[src/rtl/dma_chain_trigger.sv]
module dma_chain_trigger #(
  parameter int NUM_CH = 8,
  parameter int ADDR_W = 8,
  parameter logic [ADDR_W-1:0] GRP0_ADDR = 'h28,
  parameter logic [ADDR_W-1:0] GRP1_ADDR = 'h2c,
  parameter logic [ADDR_W-1:0] STAT_ADDR = 'h30
) (
  input  logic              clk,
  input  logic              rst_n,
  input  logic              reg_wr,
  input  logic [ADDR_W-1:0] reg_addr,
  input  logic [31:0]       reg_wdata,
  input  logic [31:0]       reg_wmask,
  output logic [31:0]       reg_rdata,
  input  logic [NUM_CH-1:0] frag_done,
  input  logic [NUM_CH-1:0] blk_done,
  input  logic [NUM_CH-1:0] xfer_done,
  input  logic [NUM_CH-1:0] list_done,
  output logic [NUM_CH-1:0] dst_start,
  output logic [1:0]        chain_stat,
  output logic [1:0]        chain_irq
);
  localparam int NGRP = 2;
  localparam int CH_W = (NUM_CH > 1) ? $clog2(NUM_CH) : 1;
  localparam logic [31:0] CFG_USED = 32'h01FF_3F3F;

  logic [31:0]       cfg [NGRP];
  logic [NGRP-1:0]   stat, fire, grp_sel, clr;
  logic [NUM_CH-1:0] hit [NGRP];
  logic [NUM_CH-1:0] start_q;

  for (genvar g = 0; g < NGRP; g++) begin : grp
    localparam logic [ADDR_W-1:0] GA = (g == 0) ? GRP0_ADDR : GRP1_ADDR;
    logic [5:0]      sid, did, sm1, dm1;
    logic            sv, dv;
    logic [3:0]      ev;
    logic [CH_W-1:0] sidx, didx;

    assign sid  = cfg[g][5:0];
    assign did  = cfg[g][13:8];
    assign sm1  = sid - 6'd1;
    assign dm1  = did - 6'd1;
    assign sidx = sm1[CH_W-1:0];
    assign didx = dm1[CH_W-1:0];
    assign sv   = (sid != 6'd0) && (int'(sid) <= NUM_CH);
    assign dv   = (did != 6'd0) && (int'(did) <= NUM_CH);

    always_comb begin
      ev = '0;
      if (sv) ev = {list_done[sidx], xfer_done[sidx], blk_done[sidx], frag_done[sidx]};
    end

    assign fire[g]      = cfg[g][24] & sv & dv & (|(cfg[g][19:16] & ev));
    assign hit[g]       = fire[g] ? (NUM_CH'(1) << didx) : '0;
    assign grp_sel[g]   = reg_wr && (reg_addr == GA);
    assign clr[g]       = reg_wr && (reg_addr == STAT_ADDR) && reg_wmask[g] && reg_wdata[g];
    assign chain_irq[g] = stat[g] & (|cfg[g][23:20]);

    assert_cfg_hold_R3: assert property (@(posedge clk) disable iff (!rst_n)
      !grp_sel[g] |=> $stable(cfg[g]));
    assert_stat_sticky_R10: assert property (@(posedge clk) disable iff (!rst_n)
      stat[g] && !clr[g] |=> stat[g]);
    assert_stat_set_R10: assert property (@(posedge clk) disable iff (!rst_n)
      fire[g] |=> stat[g]);
  end

  always_ff @(posedge clk or negedge rst_n) begin
    if (!rst_n) begin
      for (int i = 0; i < NGRP; i++) cfg[i] <= '0;
      stat    <= '0;
      start_q <= '0;
    end else begin
      for (int i = 0; i < NGRP; i++)
        if (grp_sel[i]) cfg[i] <= ((cfg[i] & ~reg_wmask) | (reg_wdata & reg_wmask)) & CFG_USED;
      stat    <= fire | (stat & ~clr);
      start_q <= hit[0] | hit[1];
    end
  end

  always_comb begin
    reg_rdata = '0;
    if (reg_addr == GRP0_ADDR)      reg_rdata = cfg[0];
    else if (reg_addr == GRP1_ADDR) reg_rdata = cfg[1];
    else if (reg_addr == STAT_ADDR) reg_rdata = {30'd0, stat};
  end

  assign dst_start  = start_q;
  assign chain_stat = stat;

  assert_reset_clear_R1: assert property (@(posedge clk)
    !rst_n |=> (cfg[0] == '0 && cfg[1] == '0 && stat == '0 && dst_start == '0));
  assert_start_needs_event_R5: assert property (@(posedge clk) disable iff (!rst_n)
    (|dst_start) |-> $past(|(frag_done | blk_done | xfer_done | list_done)));
  assert_start_needs_enable_R7: assert property (@(posedge clk) disable iff (!rst_n)
    (|dst_start) |-> $past(cfg[0][24] || cfg[1][24]));
endmodule

[config.mk]
export PLATFORM = sky130hd
export DESIGN_NAME = dma_chain_trigger
export DESIGN_NICKNAME = d
export VERILOG_FILES = /design/src/rtl/dma_chain_trigger.sv
export SDC_FILE = /design/constraint.sdc
export NUM_CORES = 1
export LEC_CHECK = 0
export CORE_UTILIZATION = 43
export DETAILED_ROUTE_END_ITERATION = 7
export PLACE_DENSITY = 0.8
export SYNTH_ARGS = -nofsm -noshare
export SYNTH_HDL_FRONTEND = slang
export SYNTH_SLANG_ARGS = --single-unit
[constraint.sdc]
create_clock -name clk -period 2.5 [get_ports clk]
set_input_delay 0.25 -clock clk [delete_from_list [all_inputs] [get_ports clk]]
set_output_delay 0.25 -clock clk [all_outputs]
set_load 0.05 [all_outputs]
==> flow_summary.json <==
{
  "synth-seq-cells": 52,
  "hold_buffers": 1,
  "worstPathRequired_ns": 2.70,
  "yosysUniqueCellTypes": 47,
  "fmax_ghz": 0.437,
  "cts_resized": 0,
  "yosys.area.top_type": "dfrtp_1",
  "routed_wl_um": 9530,
  "initial_core_util": 0.445,
  "clock-sinks": 52,
  "grt_pass1_vias": 3317,
  "finalClockSkew_ns": 0.00372,
  "synth.top_cell.area_share": 0.379,
  "synthArstFlopShare": 1.00,
  "fin_cells": 565,
  "vias": 3147,
  "syn_to_final_growth_pct": 46.9,
  "crit_path_start_kind": "register",
  "hpwl_um": 7330,
  "final_common_cell": "clkdlybuf4s50_1",
  "antenna_found_initial": 0,
  "ys_top_cells_by_area": "dfrtp_1 38%, mux2_2 10%, mux2i_1 9.3%, nand2_1 4.9%, a22o_1 4.6%",
  "syn_inst": 340,
  "core_mm2": 0.00773,
  "grt-ovfl-total": 0,
  "tns_ns": 0,
  "outcome": "finished clean",
  "cts_setup_buffers": 0,
  "grtUsageTotal": 0.236,
  "drtIter0Drc": 158,
  "grt_max_degree": 30,
  "yosys_warnings": 0,
  "final_area_mm2": 0.00505,
  "postRouteAntennaNets": 0,
  "synth_edf_count": 0,
  "p_leak_nw": 2.03,
  "ir_worst_vdd_uv": 268,
  "synth.cell_area_mm2": 0.00344,
  "drtPass1Iterations": 4,
  "place_area_mm2": 0.00492,
  "slew_violations": 0,
  "crit_path_max_fanout": 8,
  "io_buffer_count": 117,
  "row_count": 32,
  "antennaDiodeCount": 0,
  "clkLatencyLatePin_ns": 0.31,
  "grt_pass1_wl_um": 15800,
  "dp.cells": 556,
  "crit_type": "reg -> reg",
  "root_buffer": "clkbuf_8",
  "via_per_inst": 5.57,
  "max_slew_margin": 0.550,
  "h-tree-depth": 2,
  "drv_cap": 0,
  "min_period_ns": 2.29,
  "wl_per_cell_um": 16.9,
  "nets": 571,
  "end_kind": "register",
  "setup_viol": 0,
  "final-hold-violation-count": 0,
  "power_density_mw_per_mm2": 364,
  "die_x_um": 91.4,
  "worstMarginPinSlew_ns": 0.676,
  "die_h_um": 91.4,
  "synth_ff_type": "dfrtp_1",
  "die_area_mm2": 0.00835,
  "rsz0062_at_grt": "false",
  "final_cell_mix": "95 x clkdlybuf4s50_1, 52 x dfrtp_1, 45 x nand2_1",
  "io_pins": 151,
  "arrival_ns": 2.49,
  "clkTransAtPathRegs_ns": 0.09,
  "fin_crit_sh": 0.916,
  "tritoncts": "yes",
  "gp_congestion": 0.896,
  "cts_buffers": 5,
  "p_total_mw": 1.84,
  "cts_buffer_depth": 2,
  "drc_errors": 0,
  "drive_above_1_share": 0.190,
  "hp-class": "in -> async",
  "avgSynthCellArea_um2": 10.1,
  "synth_seq_area_share": 0.379
}
-- worst paths after layout --
| check | startpoint | cells after the start | end | slack, ns |
|---|---|---|---|---|
| worst max-delay path | register | 8 | dst_start[4] | 0.21 |
| worst min-delay path | rst_n | 2 | asynchronous set/reset pin | 0.51 |
| worst max register to register | register | 8 | dst_start[4] | 0.21 |
| worst min register to register | register | 1 | register | 0.53 |
| max in group asynchronous | rst_n | 3 | asynchronous set/reset pin | 1.23 |
| min in group clk | register | 1 | register | 0.53 |
-- cell type report --
cell class / instances / area [um^2]
clock buffers: 5 / 68.8
clock inverters: 3 / 42.5
fillers: 623 / 2680
inverters: 16 / 60.1
multi-input cells: 251 / 1900
flip-flops and latches: 52 / 1300
well taps: 102 / 128
repair buffers: 136 / 1550
-- worst max-delay path: stages (launching register included) --
cell and delay [ns]:
dfrtp_1 0.36, clkinv_1 0.08, ha_1 0.26, xor2_2 0.39, a31oi_1 0.14, nand4_1 0.14, and4_1 0.44, nor3_2 0.10
a32o_1 0.27
-- cell families after synthesis --
group | after synthesis | share of synthesized area
adder cells (fa/ha/maj) | 2 | 0.00728
buffers and inverters | 47 | 0.0794
XOR/XNOR | 8 | 0.0248
flip-flops | 52 | 0.379
AO/OA/AOI/OAI | 41 | 0.101
multiplexers | 74 | 0.231
other | 1 | 0.00109
AND/OR/NAND/NOR | 115 | 0.177
-- cell usage after synthesis, types with 3 or more instances --
| master | n |
|---|---|
| mux2_1 | 10 |
| nand2_1 | 45 |
| nor3_1 | 5 |
| and2_1 | 4 |
| buf_6 | 5 |
| a31oi_1 | 8 |
| nor2_1 | 3 |
| buf_4 | 14 |
| xnor2_1 | 6 |
| mux2_2 | 32 |
| and4_1 | 3 |
| clkbuf_1 | 7 |
| mux2i_1 | 32 |
| dfrtp_1 | 52 |
| nand4_1 | 10 |
| nand3_1 | 28 |
| buf_2 | 5 |
| nor2b_1 | 3 |
| inv_1 | 14 |
| a22o_1 | 18 |
-- routing by layer --
metal  wire (um)  GRT usage  part of all wire  vias up
li1            -          -                 -     1465
met1        3680      0.279              0.39     1514
met2        4990      0.431              0.52      148
met3         642     0.0293             0.067       20
met4         215     0.0886             0.023        0
met5           0          0                 0        -
-- metrics by stage --
step	setup WS, ns	utilization	hold WS, ns
global route	0.0715	0.653	0.545
finish	0.211	0.653	0.512
global placement	0.239	0.637	0.305
CTS	0.214	0.653	0.520
floorplan	0.297	-	-0.0456
detailed placement	0.141	0.637	0.323
-- report_power, final --
group,switching (mW),total [mW],internal [mW],leakage (nW)
combinational,0.183,0.382,0.199,1.26
sequential,0.0215,0.881,0.859,0.713
clock,0.278,0.574,0.296,0.0541
No activity file was read; power rests on OpenSTA's default activity.
